## config.mk

```make
export PLATFORM = sky130hd
export DESIGN_NAME = pcmw_mapper
export DESIGN_NICKNAME = d
export VERILOG_FILES = /design/src/rtl/pcmw_pkg.sv /design/src/rtl/pcmw_regfile.sv /design/src/rtl/pcmw_win_match.sv /design/src/rtl/pcmw_prio.sv /design/src/rtl/pcmw_xlate.sv /design/src/rtl/pcmw_mapper.sv
export SDC_FILE = /design/constraint.sdc
export NUM_CORES = 1
export LEC_CHECK = 0
export ABC_CLOCK_PERIOD_IN_PS = 6400
export BUFFER_PORTS_ARGS = -buffer_cell sky130_fd_sc_hd__buf_4
export CORE_ASPECT_RATIO = 0.9
export CORE_UTILIZATION = 32
export CTS_BUF_LIST = sky130_fd_sc_hd__clkbuf_8
export DETAILED_ROUTE_END_ITERATION = 8
export GPL_TIMING_DRIVEN = 0
export RECOVER_POWER = 50
export SETUP_SLACK_MARGIN = 0.4
export SLEW_MARGIN = 25
export SYNTH_ARGS = -nofsm -noshare
export SYNTH_HDL_FRONTEND = slang
export SYNTH_HIERARCHICAL = 1
export SYNTH_SLANG_ARGS = --single-unit
```

## constraint.sdc

```tcl
create_clock -name clk -period 6.4 [get_ports clk]
set_clock_uncertainty 0.05 [all_clocks]
set_input_delay 0.64 -clock clk [delete_from_list [all_inputs] [get_ports clk]]
set_output_delay 0.64 -clock clk [all_outputs]
set_load 0.01 [all_outputs]
```

## src/rtl/pcmw_pkg.sv

```systemverilog
package pcmw_pkg;

   // Raw 16-bit window fields as software wrote them
   typedef struct packed {
      logic [15:0] start;
      logic [15:0] stop;
      logic [15:0] ofs;
   } win_raw_t;

   // Flag positions within the 16-bit fields (high-byte bits 7 and 6)
   localparam int unsigned FLAG_HI = 15;
   localparam int unsigned FLAG_LO = 14;

   // Byte slots inside one window's register group
   localparam int unsigned SLOT_COUNT = 6;
   localparam int unsigned SLOT_STRIDE = 8;

endpackage

```

## src/rtl/pcmw_regfile.sv

```systemverilog
module pcmw_regfile
   import pcmw_pkg::*;
#(
   parameter int unsigned NUM_WIN  = 5,
   parameter int unsigned IDX_W    = 8,
   parameter int unsigned REG_BASE = 16,
   parameter int unsigned ENA_IDX  = 6
) (
   input  logic                           clk,
   input  logic                           rst_n,
   input  logic                           we,
   input  logic [IDX_W-1:0]               idx,
   input  logic [7:0]                     wdata,
   output logic [7:0]                     rdata,
   output logic [NUM_WIN-1:0]             ena_o,
   output win_raw_t [NUM_WIN-1:0]         raw_o
);

   localparam int unsigned NPARTS = NUM_WIN * SLOT_COUNT;

   logic [NUM_WIN-1:0] ena_q;
   logic [7:0]         rd_part [NPARTS];
   logic               slot_sel [NPARTS];
   logic               mapped;

   always_ff @(posedge clk or negedge rst_n) begin
      if (!rst_n)
         ena_q <= '0;
      else if (we && idx == IDX_W'(ENA_IDX))
         ena_q <= wdata[NUM_WIN-1:0];
   end
   assign ena_o = ena_q;

   for (genvar w = 0; w < NUM_WIN; w++) begin : g_win
      localparam int unsigned WB = REG_BASE + SLOT_STRIDE * w;
      logic [7:0] wbytes [SLOT_COUNT];
      for (genvar k = 0; k < SLOT_COUNT; k++) begin : g_slot
         logic [7:0] b_q;
         logic       sel;
         assign sel = (idx == IDX_W'(WB + k));
         always_ff @(posedge clk or negedge rst_n) begin
            if (!rst_n)
               b_q <= 8'h00;
            else if (we && sel)
               b_q <= wdata;
         end
         assign wbytes[k]                    = b_q;
         assign rd_part[w*SLOT_COUNT + k]    = sel ? b_q : 8'h00;
         assign slot_sel[w*SLOT_COUNT + k]   = sel;
      end
      assign raw_o[w].start = {wbytes[1], wbytes[0]};
      assign raw_o[w].stop  = {wbytes[3], wbytes[2]};
      assign raw_o[w].ofs   = {wbytes[5], wbytes[4]};
   end

   always_comb begin
      rdata  = (idx == IDX_W'(ENA_IDX)) ? 8'(ena_q) : 8'h00;
      mapped = (idx == IDX_W'(ENA_IDX));
      for (int i = 0; i < NPARTS; i++) begin
         rdata  = rdata | rd_part[i];
         mapped = mapped | slot_sel[i];
      end
   end

   // enable write lands exactly one edge later
   p_ena_update_r8: assert property (@(posedge clk) disable iff (!rst_n)
      (we && idx == IDX_W'(ENA_IDX)) |=> (ena_o == $past(wdata[NUM_WIN-1:0])));

   // writes to unmapped indices leave all storage untouched
   p_unmapped_ignored_r9: assert property (@(posedge clk) disable iff (!rst_n)
      (we && !mapped) |=> ($stable(raw_o) && $stable(ena_o)));

endmodule

```

## src/rtl/pcmw_win_match.sv

```systemverilog
module pcmw_win_match
   import pcmw_pkg::*;
#(
   parameter int unsigned PAGE_W = 12
) (
   input  logic [PAGE_W-1:0] page,
   input  win_raw_t          raw,
   input  logic              en,
   output logic              hit
);

   logic [PAGE_W-1:0] first_pg;
   logic [PAGE_W-1:0] last_pg;

   assign first_pg = raw.start[PAGE_W-1:0];
   assign last_pg  = raw.stop[PAGE_W-1:0];
   assign hit      = en && (page >= first_pg) && (page <= last_pg);

endmodule

```

## src/rtl/pcmw_prio.sv

```systemverilog
module pcmw_prio #(
   parameter int unsigned N  = 5,
   parameter int unsigned IW = 3
) (
   input  logic [N-1:0]  req,
   output logic [N-1:0]  grant,
   output logic [IW-1:0] idx,
   output logic          any
);

   assign any = |req;

   if (N == 1) begin : g_single
      assign grant = req;
      assign idx   = '0;
   end else begin : g_multi
      always_comb begin
         grant = '0;
         idx   = '0;
         for (int i = N - 1; i >= 0; i--) begin
            if (req[i]) begin
               grant    = '0;
               grant[i] = 1'b1;
               idx      = IW'(i);
            end
         end
      end
   end

endmodule

```

## src/rtl/pcmw_xlate.sv

```systemverilog
module pcmw_xlate
   import pcmw_pkg::*;
#(
   parameter int unsigned NUM_WIN    = 5,
   parameter int unsigned HADDR_W    = 24,
   parameter int unsigned PAGE_SHIFT = 12,
   parameter int unsigned OFS_W      = 14
) (
   input  logic [NUM_WIN-1:0]          grant,
   input  logic                        any,
   input  win_raw_t [NUM_WIN-1:0]      raw,
   input  logic [HADDR_W-1:0]          host_addr,
   input  logic                        host_wr,
   output logic [OFS_W+PAGE_SHIFT-1:0] card_addr,
   output logic                        card_we,
   output logic                        card_wide16,
   output logic                        card_zero_ws,
   output logic [1:0]                  card_ws,
   output logic                        card_attr
);

   localparam int unsigned PAGE_W = HADDR_W - PAGE_SHIFT;

   win_raw_t         pick;
   logic [OFS_W-1:0] card_pg;

   always_comb begin
      pick = '0;
      for (int w = 0; w < NUM_WIN; w++)
         if (grant[w]) pick = pick | raw[w];
   end

   assign card_pg = OFS_W'(host_addr[HADDR_W-1:PAGE_SHIFT]) + pick.ofs[OFS_W-1:0];

   always_comb begin
      card_addr    = '0;
      card_we      = 1'b0;
      card_wide16  = 1'b0;
      card_zero_ws = 1'b0;
      card_ws      = 2'b00;
      card_attr    = 1'b0;
      if (any) begin
         card_addr    = {card_pg, host_addr[PAGE_SHIFT-1:0]};
         card_we      = host_wr && !pick.ofs[FLAG_HI];
         card_wide16  = pick.start[FLAG_HI];
         card_zero_ws = pick.start[FLAG_LO];
         card_ws      = pick.stop[FLAG_HI:FLAG_LO];
         card_attr    = pick.ofs[FLAG_LO];
      end
   end

   initial begin
      assert (PAGE_W <= OFS_W) else $error("host page wider than offset field");
   end

endmodule

```

## src/rtl/pcmw_mapper.sv

```systemverilog
module pcmw_mapper
   import pcmw_pkg::*;
#(
   parameter int unsigned NUM_WIN    = 5,
   parameter int unsigned HADDR_W    = 24,
   parameter int unsigned PAGE_SHIFT = 12,
   parameter int unsigned OFS_W      = 14,
   parameter int unsigned IDX_W      = 8,
   parameter int unsigned REG_BASE   = 16,
   parameter int unsigned ENA_IDX    = 6,
   parameter int unsigned WIN_IW     = 3
) (
   input  logic                        clk,
   input  logic                        rst_n,
   input  logic                        cfg_we,
   input  logic [IDX_W-1:0]            cfg_idx,
   input  logic [7:0]                  cfg_wdata,
   output logic [7:0]                  cfg_rdata,
   input  logic [HADDR_W-1:0]          host_addr,
   input  logic                        host_wr,
   output logic                        win_hit,
   output logic [WIN_IW-1:0]           win_idx,
   output logic [OFS_W+PAGE_SHIFT-1:0] card_addr,
   output logic                        card_we,
   output logic                        card_wide16,
   output logic                        card_zero_ws,
   output logic [1:0]                  card_ws,
   output logic                        card_attr
);

   localparam int unsigned PAGE_W = HADDR_W - PAGE_SHIFT;

   initial begin
      assert (NUM_WIN >= 1 && NUM_WIN <= 8) else $error("NUM_WIN must be 1..8");
      assert ((1 << WIN_IW) >= NUM_WIN) else $error("WIN_IW too narrow");
      assert (PAGE_W <= 14) else $error("page field exceeds 14 bits");
      assert (OFS_W <= 14) else $error("offset field exceeds 14 bits");
      assert (REG_BASE + SLOT_STRIDE * NUM_WIN <= (1 << IDX_W))
         else $error("window registers exceed index space");
      assert (ENA_IDX < REG_BASE || ENA_IDX >= REG_BASE + SLOT_STRIDE * NUM_WIN)
         else $error("enable index overlaps window registers");
   end

   logic [NUM_WIN-1:0]     ena;
   win_raw_t [NUM_WIN-1:0] raw;
   logic [NUM_WIN-1:0]     match;
   logic [NUM_WIN-1:0]     grant;
   logic [WIN_IW-1:0]      gidx;
   logic                   any;

   pcmw_regfile #(
      .NUM_WIN (NUM_WIN),
      .IDX_W   (IDX_W),
      .REG_BASE(REG_BASE),
      .ENA_IDX (ENA_IDX)
   ) u_regs (
      .clk  (clk),
      .rst_n(rst_n),
      .we   (cfg_we),
      .idx  (cfg_idx),
      .wdata(cfg_wdata),
      .rdata(cfg_rdata),
      .ena_o(ena),
      .raw_o(raw)
   );

   for (genvar w = 0; w < NUM_WIN; w++) begin : g_cmp
      pcmw_win_match #(.PAGE_W(PAGE_W)) u_cmp (
         .page(host_addr[HADDR_W-1:PAGE_SHIFT]),
         .raw (raw[w]),
         .en  (ena[w]),
         .hit (match[w])
      );
      // a disabled window never reports a match
      p_hit_needs_en_r2: assert property (@(posedge clk) disable iff (!rst_n)
         match[w] |-> ena[w]);
   end

   pcmw_prio #(.N(NUM_WIN), .IW(WIN_IW)) u_prio (
      .req  (match),
      .grant(grant),
      .idx  (gidx),
      .any  (any)
   );

   // at most one window is selected
   p_grant_onehot_r7: assert property (@(posedge clk) disable iff (!rst_n)
      $onehot0(grant));

   pcmw_xlate #(
      .NUM_WIN   (NUM_WIN),
      .HADDR_W   (HADDR_W),
      .PAGE_SHIFT(PAGE_SHIFT),
      .OFS_W     (OFS_W)
   ) u_xl (
      .grant       (grant),
      .any         (any),
      .raw         (raw),
      .host_addr   (host_addr),
      .host_wr     (host_wr),
      .card_addr   (card_addr),
      .card_we     (card_we),
      .card_wide16 (card_wide16),
      .card_zero_ws(card_zero_ws),
      .card_ws     (card_ws),
      .card_attr   (card_attr)
   );

   assign win_hit = any;
   assign win_idx = gidx;

   // a card write needs a host write that hits a window
   p_we_needs_hit_r6: assert property (@(posedge clk) disable iff (!rst_n)
      card_we |-> (host_wr && win_hit));

   // in-page offset passes through untranslated
   p_page_offset_r3: assert property (@(posedge clk) disable iff (!rst_n)
      win_hit |-> (card_addr[PAGE_SHIFT-1:0] == host_addr[PAGE_SHIFT-1:0]));

   // outputs are quiet without a hit
   p_idle_quiet_r10: assert property (@(posedge clk) disable iff (!rst_n)
      !win_hit |-> (card_addr == '0 && !card_we && !card_attr && card_ws == 2'b00));

endmodule

```

==> results of run 1 <==
==> registers in the layout, summed over array words and instances, names as in the netlist <==
register / cells
u_regs/ena_o: 5
u_regs/g_win.g_slot.b_q: 240
==> worst max-delay path, cell delays in order, from the launching register on <==
cell and delay (ns):
dfrtp_1 0.40, inv_1 0.06, ha_1 0.32, nand4_1 0.19, nor3_1 0.28, nor3_2 0.08, a311oi_4 0.28, buf_4 0.21
nor4_2 0.06, and2_1 0.21, buf_4 0.22, clkbuf_4 0.21, a222oi_1 0.31, nand2_1 0.20, ha_1 0.32, buf_6 0.14
and4_4 0.20, o211a_1 0.13, a221oi_2 0.29, o211ai_1 0.13, o31ai_1 0.13, buf_4 0.19
==> layout by cell type (no fill, tap or decap), drive strengths merged, types with 8 or more instances in the layout <==
| cell | netlist | final |
|---|---|---|
| nand2 | 90 | 90 |
| a222oi | 21 | 21 |
| a211oi | 12 | 12 |
| dfrtp | 245 | 245 |
| mux2i | 29 | 29 |
| a21oi | 63 | 63 |
| nor4 | 14 | 14 |
| nor3b | 9 | 9 |
| ha | 135 | 135 |
| mux2 | 269 | 269 |
| clkbuf | 56 | 116 |
| buf | 35 | 127 |
| and2 | 30 | 30 |
| and3b | 8 | 8 |
| nor2 | 45 | 45 |
| nor3 | 22 | 22 |
| nor2b | 15 | 15 |
| a22oi | 60 | 60 |
| and3 | 8 | 8 |
| nand4 | 30 | 30 |
| o22ai | 17 | 17 |
| clkinv | 3 | 13 |
| nand3 | 32 | 32 |
| inv | 138 | 152 |
| o21ai | 51 | 51 |
==> metrics by stage <==
step | worst slack [ns] | hold WS, ns | area (sq um)
global placement | -0.669 | 0.433 | 17700
CTS | 0.430 | 0.00387 | 18900
floorplan | 1.35 | 0.294 | 16200
global route | 0.359 | 0.235 | 19000
detailed placement | -0.250 | 0.441 | 17800
finish | 0.542 | 0.245 | 19000
==> cells by family (layout without fill, tap and decap cells) <==
kind of cell    after synthesis  count (layout)  share of synthesized area [%]
compound gates              306             306                           13.2
xor+xnor                      7               7                          0.378
fa+ha+maj                   136             136                           10.5
buf+inv                     232             411                           5.76
flops                       245             245                           37.8
mux                         298             298                           20.4
other cells                   0               1                              0
simple gates                333             333                           11.9
==> repair_timing <==
action / in CTS / in global routing
endpoints found under the setup margin: 13 / 8
pin swaps: 2 / 6
buffers inserted: 5 / 4
resized for setup: 13 / 21
==> final cells by class <==
type / count / area [sq um] / share of cell area (%)
sequential: 245 / 6130 / 32.3
clock inverter: 27 / 216 / 1.14
buffer: 90 / 422 / 2.22
tap: 671 / 840 / 4.43
clock buffer: 57 / 785 / 4.14
antenna: 1 / 2.50 / 0.0132
inverter: 141 / 529 / 2.79
multi-input combinational: 1080 / 9270 / 48.9
timing repair buffer: 96 / 773 / 4.08
==> how the worst max path moves through the flow <==
stage,start,end,slack [ns],depth (start not counted)
floorplan,host_addr[19],card_addr[20],1.35,19
global placement,host_addr[21],card_addr[25],-0.67,20
detailed placement,host_addr[19],card_addr[25],-0.25,19
CTS,u_regs/g_win[0].g_slot[2].b_q[7],card_addr[25],0.43,21
global route,u_regs/g_win[3].g_slot[2].b_q[2],card_addr[25],0.36,21
finish,u_regs/g_win[3].g_slot[1].b_q[1],card_addr[25],0.54,21
==> power groups by stage <==
stage	registers (mW)	clock network, mW	logic (mW)
floorplan	1.69	0	0.315
global placement	1.73	0	0.548
detailed placement	1.73	0	0.570
CTS	1.70	1.70	0.576
global route	1.71	1.77	0.633
finish	1.71	1.67	0.586
==> metal layers <==
metal / wire [um] / vias up / share of wire (%) / GRT usage [%]
met2: 31000 / 758 / 43 / 41.5
met1: 31700 / 7206 / 44 / 40.2
li1: - / 6040 / - / -
met4: 2500 / 0 / 3.5 / 8.40
met3: 6980 / 154 / 9.7 / 5.73
met5: 0 / - / 0 / 0
==> results.json, run 1 <==
{
  "clkLatencyLatePin_ns": 0.58,
  "place.gp.congestion": 1.06,
  "synth_fp_nets": 1737,
  "switchingPower_mw": 1.20,
  "tns_ns": 0,
  "dr.pass1.iters": 8,
  "synth_cells": 1557,
  "crit_fanout": 10,
  "power.total_mw": 3.97,
  "grt_remaining_overflow": 0,
  "synth_ff_type": "dfrtp_1",
  "synth_area_leaders": "dfrtp_1 38%, mux2_2 19%, ha_1 10%",
  "clk_pin_slew_ns": 0.06,
  "min_from": "cfg_wdata[0]",
  "num_rows": 77,
  "fill_cells": 4931,
  "synth-seq-cells": 245,
  "cts_buffers": 45,
  "synth_top_cell_area_share_pct": 37.8,
  "rsz0062_at_grt": "false",
  "cp.required_ns": 5.71,
  "yosysWarnings": 6,
  "cp-start-kind": "flip-flop",
  "netlist_top_cells_count": "268 x mux2_2, 245 x dfrtp_1, 138 x inv_1, 135 x ha_1, 82 x nand2_1",
  "portBuffers": 83,
  "end_kind": "primary output",
  "num_vias": 14200,
  "reg2reg_slack_ns": 5.44,
  "whs_endpoint": "u_regs/g_win[2].g_slot[4].b_q[0]",
  "cp.arrival_ns": 5.17,
  "leakagePower_nw": 8.66,
  "final_cell_count_no_fill": 2408,
  "clock_path_buffers": 3,
  "netSwitchingFraction_pct": 30.2,
  "yosysUniqueCellTypes": 77,
  "io_pins": 88,
  "finalNetCount": 1879,
  "syn-cell-area_sq_um": 16200,
  "yosysMostFrequentCell": "mux2_2",
  "drv_cap": 2,
  "worst_pin_slew_ns": 4.82,
  "numClockSinks": 245,
  "grt_max_degree": 90,
  "wl_mm": 72.2,
  "hpwlAfterDp_mm": 53.9,
  "grt_usage_pct": 27.9,
  "dieHeight_um": 216,
  "setup_viol": 0,
  "critPathKind": "reg -> out",
  "hold_viol_final": 0,
  "slew_violations": 92,
  "viasPerCell": 5.88,
  "synthToLayoutAreaGrowth_pct": 16.8,
  "violations": "max-capacitance violations, max-slew violations",
  "hold_class": "in -> reg",
  "grt_pass1_wl_mm": 102,
  "synth_edf_count": 0,
  "initial_core_util_pct": 32.7,
  "cts_root_buf": "clkbuf_8",
  "layout_min_cycle_time_ns": 5.86,
  "whs_path_depth": 2,
  "drc": 0,
  "antenna_found_initial": 1,
  "period_share_pct": 91.5,
  "cts_hold_buffers": 0,
  "grt_pass1_vias": 13900,
  "yosysTopAreaCell": "dfrtp_1",
  "fmax_mhz": 171,
  "fin_util_pct": 38.2,
  "layout-drive-gt1-share_pct": 30.0,
  "r2r_cells": 1,
  "drtIter0Drc": 1683,
  "max_slew_margin_pct": -222,
  "vdd_drop_max_mv": 0.123,
  "core_area_sq_um": 49600,
  "p_per_area_nw_per_um2": 209,
  "dp.cells": 2315,
  "status": "finished with violations",
  "intPower_mw": 2.77,
  "syn_avg_cell_area_sq_um": 10.4,
  "antenna_left": 0,
  "cts_tree": "done",
  "rr_startpoint": "u_regs/g_win[4].g_slot[1].b_q[0]",
  "die_area_sq_um": 51600,
  "seqPwrFrac_pct": 43.0,
  "synthArstFlopShare_pct": 100,
  "combPwrFrac_pct": 14.8,
  "pwr-share-clk_pct": 42.2,
  "wire_per_inst_um": 30.0,
  "yosysSeqAreaShare_pct": 37.8,
  "htreeDepth": 2,
  "r2r_end": "u_regs/g_win[4].g_slot[1].b_q[0]",
  "die_w_um": 239
}
No activity file was read; power rests on OpenSTA's default activity.
==> run 2: changes to the inputs <==
--- a/config.mk
+++ b/config.mk
@@ -5,6 +5,7 @@
 export SDC_FILE = /design/constraint.sdc
 export NUM_CORES = 1
 export LEC_CHECK = 0
+export ABC_AREA = 1
 export ABC_CLOCK_PERIOD_IN_PS = 6400
 export BUFFER_PORTS_ARGS = -buffer_cell sky130_fd_sc_hd__buf_4
 export CORE_ASPECT_RATIO = 0.9
==> run 2 against run 1 <==
The flow still finishes with violations (max-capacitance violations, max-slew violations). Final cell count increased by 31%. Fmax increased by 4.0%. Cell area increased by 1.4%. Critical path type unchanged.
==> results.json, run 2 <==
{
  "status": "finished with violations",
  "violations": "max-capacitance violations, max-slew violations",
  "yosysWarnings": 6,
  "p_per_area_nw_per_um2": 204,
  "syn-cell-area_sq_um": 16800,
  "pre_cts_ws_ns": 0.546,
  "yosysSeqAreaShare_pct": 36.5,
  "slew_violations": 90,
  "synth-seq-cells": 245,
  "clkLatencyLatePin_ns": 0.58,
  "antenna_left": 0,
  "syn_avg_cell_area_sq_um": 7.27,
  "dr.pass1.iters": 6,
  "synth_edf_count": 0,
  "end_kind": "primary output",
  "leakagePower_nw": 9.80,
  "synthToLayoutAreaGrowth_pct": 14.5,
  "layout-drive-gt1-share_pct": 11.8,
  "yosysMostFrequentCell": "nand2_1",
  "cts_buffers": 45,
  "layout_min_cycle_time_ns": 5.63,
  "dp.cells": 3088,
  "io_pins": 88,
  "wl_mm": 75.9,
  "portBuffers": 87,
  "switchingPower_mw": 1.21,
  "dieHeight_um": 219,
  "synth_ff_type": "dfrtp_1",
  "drv_cap": 1,
  "clk_pin_slew_ns": 0.06,
  "cts_hold_buffers": 0,
  "cp.required_ns": 5.71,
  "grt_usage_pct": 28.4,
  "rsz0062_at_grt": "false",
  "worst_pin_slew_ns": 5.09,
  "critPathKind": "reg -> out",
  "fmax_mhz": 178,
  "period_share_pct": 88.0,
  "htreeDepth": 2,
  "pwr-share-clk_pct": 40.6,
  "setup_viol": 0,
  "yosysTopAreaCell": "dfrtp_1",
  "netSwitchingFraction_pct": 30.7,
  "grt_max_degree": 90,
  "drc": 0,
  "clock_path_buffers": 3,
  "die_w_um": 244,
  "max_slew_margin_pct": -239,
  "num_vias": 16800,
  "cts_tree": "done",
  "core_area_sq_um": 51800,
  "hpwlAfterDp_mm": 58.2,
  "largest_register_ffs": 240,
  "power.total_mw": 3.93,
  "hold_class": "in -> reg",
  "initial_core_util_pct": 32.4,
  "cts_root_buf": "clkbuf_8",
  "drtIter0Drc": 1920,
  "cp.arrival_ns": 4.94,
  "grt_pass1_wl_mm": 109,
  "netlist_top_cells_count": "724 x nand2_1, 278 x nand3_1, 245 x dfrtp_1, 231 x inv_1, 177 x nor2_1",
  "wire_per_inst_um": 24.0,
  "synth_fp_nets": 2490,
  "synth_area_leaders": "dfrtp_1 36%, nand2_1 16%, ha_1 10%",
  "multi_input_area_sq_um": 9120,
  "finalNetCount": 2627,
  "fill_cells": 5501,
  "final_common_cell": "nand2_1",
  "grt_pass1_vias": 15900,
  "antennaDiodeCount": 0,
  "viasPerCell": 5.31,
  "synth_cells": 2310,
  "place.gp.congestion": 1.01,
  "die_area_sq_um": 53400,
  "hold-worst-slack_ns": 0.239,
  "seq_area_sq_um": 6130,
  "combPwrFrac_pct": 14.9,
  "synthArstFlopShare_pct": 100,
  "tns_ns": 0,
  "crit_fanout": 10,
  "setup_ws_ns": 0.767,
  "top_register": "u_regs/g_win.g_slot.b_q",
  "final_cell_count_no_fill": 3166,
  "grt_remaining_overflow": 0,
  "cp-start-kind": "flip-flop",
  "synth_top_cell_area_share_pct": 36.5,
  "antenna_found_initial": 2,
  "seqPwrFrac_pct": 44.6,
  "numClockSinks": 245,
  "vdd_drop_max_mv": 0.130,
  "hold_viol_final": 0,
  "num_rows": 79,
  "yosysUniqueCellTypes": 38,
  "intPower_mw": 2.72,
  "layout_common_cells": "725 x nand2_1, 280 x nand3_1, 245 x dfrtp_1, 243 x inv_1, 174 x nor2_1"
}
-- run 2: cell types whose count changed in the layout (fill, tap and decap cells not counted), moves of 24 or more --
cell / change
mux2i_1: -29
nand3_1: +250
nand4_1: -24
mux2_2: -268
o21ai_0: +97
a22oi_1: -60
nor2_1: +129
and2_1: -28
o21a_1: +76
buf_2: +30
inv_1: +93
nand2_1: +642
-- run 2: routing by layer --
| metal | share of wire [%] | vias to the layer above | track usage [%] | routed length (um) |
|---|---|---|---|---|
| met3 | 9.7 | 118 | 5.85 | 7340 |
| li1 | - | 7767 | - | - |
| met2 | 42 | 769 | 42.7 | 32100 |
| met4 | 2.7 | 0 | 7.67 | 2060 |
| met1 | 45 | 8153 | 40.9 | 34500 |
| met5 | 0 | - | 0 | 0 |
-- run 2: cell type report --
| cell class | instances | area share (%) |
|---|---|---|
| plain buffers | 115 | 3.09 |
| clock buffers | 57 | 4.08 |
| clock inverters | 21 | 0.780 |
| inverters | 238 | 4.64 |
| multi-input cells | 1712 | 47.4 |
| flip-flops and latches | 245 | 31.9 |
| well taps | 688 | 4.47 |
| repair buffers | 90 | 3.69 |
-- run 2: path summary, 6_finish.rpt --
path / start / to / slack [ns] / depth (start not counted)
max: u_regs/g_win[0].g_slot[2].b_q[7] / card_addr[25] / 0.77 / 25
min: cfg_wdata[3] / u_regs/g_win[1].g_slot[2].b_q[3] / 0.24 / 3
max reg2reg: u_regs/ena_o[4] / u_regs/ena_o[4] / 5.45 / 2
min reg2reg: u_regs/g_win[4].g_slot[3].b_q[5] / u_regs/g_win[4].g_slot[3].b_q[5] / 0.44 / 2
max in group asynchronous: rst_n / u_regs/g_win[3].g_slot[1].b_q[0] / 1.35 / 2
min in group asynchronous: rst_n / u_regs/g_win[3].g_slot[4].b_q[5] / 2.12 / 2
-- run 2: cell families after synthesis --
group                      count (synthesis)  synth area share, %
AOI/OAI and AO/OA                        336                 11.8
DFF                                      245                 36.5
and+or+nand+nor                         1236                 32.4
adders and majority gates                136                 10.2
buffers and inverters                    353                 8.92
xor gates and xnor gates                   4                0.209
-- run 2: repair_timing --
item / 4_1_cts / 5_1_grt
resized for setup: 0 / 12
endpoints found under the setup margin: 0 / 11
setup buffers: 0 / 0
-- run 2: through the flow --
step	cell area (sq um)	util (%)
6_report	19200	37.2
5_1_grt	19200	37.2
3_3_place_gp	18300	35.4
2_1_floorplan	16800	-
4_1_cts	19300	37.3
3_5_place_dp	18400	35.5
-- run 2: power by group through the flow --
stage | clock, mW | combinational [mW] | sequential (mW)
after floorplan | 0 | 0.335 | 1.72
after global placement | 0 | 0.553 | 1.77
after detailed placement | 0 | 0.581 | 1.77
after CTS | 1.62 | 0.584 | 1.75
after global routing | 1.68 | 0.656 | 1.76
final | 1.59 | 0.584 | 1.75
-- run 2: worst max-delay path: stages, from the launching register on --
cell and delay [ns]:
dfrtp_1 0.38, inv_1 0.07, ha_1 0.30, nand2_1 0.07, nor2_1 0.12, nand2_1 0.08
a21oi_1 0.12, nor2_1 0.06, nor2_1 0.35, nor2_4 0.11, nor2_2 0.18, inv_1 0.09
nor2_1 0.17, buf_2 0.34, buf_2 0.33, a21oi_1 0.12, nand3_1 0.19, ha_1 0.33
nand2_2 0.13, inv_1 0.05, a21oi_1 0.17, nand3_2 0.15, nand2_2 0.10, a21oi_1 0.06
nor2_1 0.14, buf_4 0.13
==> run 3: changes to the inputs <==
--- a/config.mk
+++ b/config.mk
@@ -9,11 +9,10 @@
 export ABC_CLOCK_PERIOD_IN_PS = 6400
 export BUFFER_PORTS_ARGS = -buffer_cell sky130_fd_sc_hd__buf_4
 export CORE_ASPECT_RATIO = 0.9
-export CORE_UTILIZATION = 32
+export CORE_UTILIZATION = 45
 export CTS_BUF_LIST = sky130_fd_sc_hd__clkbuf_8
 export DETAILED_ROUTE_END_ITERATION = 8
 export GPL_TIMING_DRIVEN = 0
-export RECOVER_POWER = 50
 export SETUP_SLACK_MARGIN = 0.4
 export SLEW_MARGIN = 25
 export SYNTH_ARGS = -nofsm -noshare
==> run 3 against run 2 <==
The run now ends clean. Total power decreased by 2.2%. Cell area decreased by 1.2%. Global-route usage grew 10 points. Setup slack worse by 0.11 ns. Sequential share of layout area increased by 0.40 points. Utilization increased by 15 points. Highest routed layer is now met5.
==> results.json, run 3 (synthesized netlist as in run 2, its figures left out) <==
{
  "status": "finished clean",
  "hold_viol_final": 0,
  "netSwitchingFraction_pct": 31.0,
  "fmax_mhz": 174,
  "finalNetCount": 2625,
  "io_pins": 88,
  "largest_register_ffs": 240,
  "tns_ns": 0,
  "path_buf_inv": 4,
  "antenna_left": 0,
  "layout-drive-gt1-share_pct": 12.0,
  "portBuffers": 87,
  "clkLatencyLatePin_ns": 0.59,
  "wire_per_inst_um": 24.5,
  "final_area_sq_um": 19000,
  "rsz0062_at_grt": "false",
  "grt_remaining_overflow": 0,
  "end_kind": "primary output",
  "combPwrFrac_pct": 15.1,
  "grt_pass1_vias": 15900,
  "grt_max_degree": 89,
  "setup_viol": 0,
  "rr_startpoint": "u_regs/ena_o[2]",
  "cts_buffers": 43,
  "synthToLayoutAreaGrowth_pct": 13.1,
  "hold_class": "in -> reg",
  "critPathKind": "reg -> out",
  "drc": 0,
  "core_area_sq_um": 36400,
  "p_per_area_nw_per_um2": 202,
  "antenna_found_initial": 5,
  "num_rows": 66,
  "clk_pin_slew_ns": 0.06,
  "dieHeight_um": 185,
  "r2r_cells": 2,
  "numClockSinks": 245,
  "clock_path_buffers": 3,
  "antennaDiodeCount": 0,
  "hpwlAfterDp_mm": 54.0,
  "viasPerCell": 5.80,
  "num_vias": 17100,
  "cts_root_buf": "clkbuf_8",
  "vdd_drop_max_mv": 0.139,
  "cp.arrival_ns": 5.05,
  "reg2reg_slack_ns": 5.52,
  "max_stage_delay_ns": 0.51,
  "final_common_cell": "nand2_1",
  "whs_path_depth": 3,
  "initial_core_util_pct": 46.1,
  "top_register": "u_regs/g_win.g_slot.b_q",
  "leakagePower_nw": 9.82,
  "crit_family": "simple AND/OR/NAND/NOR gates",
  "die_area_sq_um": 38100,
  "die_w_um": 206,
  "layout_min_cycle_time_ns": 5.74,
  "whs_endpoint": "u_regs/g_win[1].g_slot[2].b_q[4]",
  "cts_tree": "done",
  "slew_violations": 0,
  "drtIter0Drc": 2249,
  "max_slew_margin_pct": 20.5,
  "postCtsSetupRepairBufs": 0,
  "placed_cell_area_sq_um": 18100,
  "worst_path_max_delay_cell": "fa_1",
  "cp.required_ns": 5.71,
  "grt_usage_pct": 38.6,
  "dr.pass1.iters": 7,
  "layout_common_cells": "724 x nand2_1, 278 x nand3_1, 245 x inv_1, 245 x dfrtp_1, 175 x nor2_1",
  "cp_cell_sequence": "inv_1 > ha_1 > a21o_1 > nor2_1 > nand2_1 > nor2_1 > nor2_1 > nor2_1 > nor2_2 > nand2_1 > nor2_1 > buf_2 > clkbuf_2 > nand2_1 > nand3_1 > ha_1 > fa_1 > nand3_1 > nand2_1 > a21o_1 > nand2_1 > nand2_1 > nor2_1 > buf_4",
  "grt_pass1_wl_mm": 104,
  "worst_pin_slew_ns": 1.19,
  "seqPwrFrac_pct": 45.7,
  "period_share_pct": 89.7,
  "htreeDepth": 2,
  "crit_fanout": 10,
  "min_from": "cfg_wdata[4]",
  "r2r_end": "u_regs/ena_o[2]",
  "pwr-share-clk_pct": 39.2,
  "intPower_mw": 2.65,
  "place.gp.congestion": 1.06,
  "wl_mm": 72.4,
  "drv_cap": 0,
  "cp-start-kind": "flip-flop",
  "switchingPower_mw": 1.19
}
run 3: routing by layer:
| layer | up-vias | GRT usage (%) | part of all wire, % |
|---|---|---|---|
| met5 | - | 2.25 | 0.19 |
| met1 | 8193 | 54.0 | 42 |
| li1 | 7755 | - | - |
| met4 | 6 | 16.9 | 4.5 |
| met2 | 976 | 55.8 | 41 |
| met3 | 197 | 9.83 | 12 |
run 3: metrics by stage:
stage / hold slack (ns) / setup WS [ns] / power (mW) / util [%] / cells
detailed placement: 0.429 / 0.806 / 2.34 / 49.7 / 2875
finish: 0.230 / 0.660 / 3.84 / 52.2 / 2953
global placement: 0.417 / 0.846 / 2.32 / 49.6 / 2873
floorplan: 0.294 / 2.13 / 2.06 / - / 2310
CTS: 0.201 / 0.565 / 3.84 / 52.2 / 2953
global route: 0.243 / 0.497 / 3.99 / 52.2 / 2953
run 3: cell type report:
type	instances	area (sq um)
Fill cell	3678	17400
Timing Repair Buffer	90	726
Sequential cell	245	6130
Tap cell	476	596
Inverter	238	893
Buffer	115	611
Multi-Input combinational cell	1712	9180
Clock buffer	55	757
Clock inverter	22	118
run 3: power groups by stage:
stage / logic [mW] / registers (mW) / clock network (mW)
3_5_place_dp: 0.568 / 1.77 / 0
6_report: 0.579 / 1.75 / 1.51
3_3_place_gp: 0.544 / 1.77 / 0
2_1_floorplan: 0.335 / 1.72 / 0
4_1_cts: 0.572 / 1.75 / 1.52
5_1_grt: 0.645 / 1.76 / 1.58
run 3: worst max path at each step:
stage	from	endpoint	slack, ns	cells after the start
4_1_cts	u_regs/g_win[3].g_slot[3].b_q[3]	card_addr[24]	0.56	23
5_1_grt	u_regs/g_win[0].g_slot[1].b_q[3]	card_addr[24]	0.50	27
2_1_floorplan	host_addr[23]	card_addr[20]	2.13	24
3_3_place_gp	host_addr[23]	card_addr[24]	0.85	24
3_5_place_dp	host_addr[23]	card_addr[24]	0.81	23
6_report	u_regs/g_win[3].g_slot[3].b_q[3]	card_addr[20]	0.66	24
run 3: tightest hold or removal path, delay by kind of cell:
kind                   cells  cell delay, ns
buffers and inverters      1            0.09
and+or+nand+nor            1            0.04
AOI/OAI and AO/OA          1            0.06
run 3: what timing repair did:
item                                    in CTS  in global routing
resized for setup                            0                  4
hold buffers                                 1                  0
hold endpoints to repair                     3                  0
endpoints found under the setup margin       0                  4
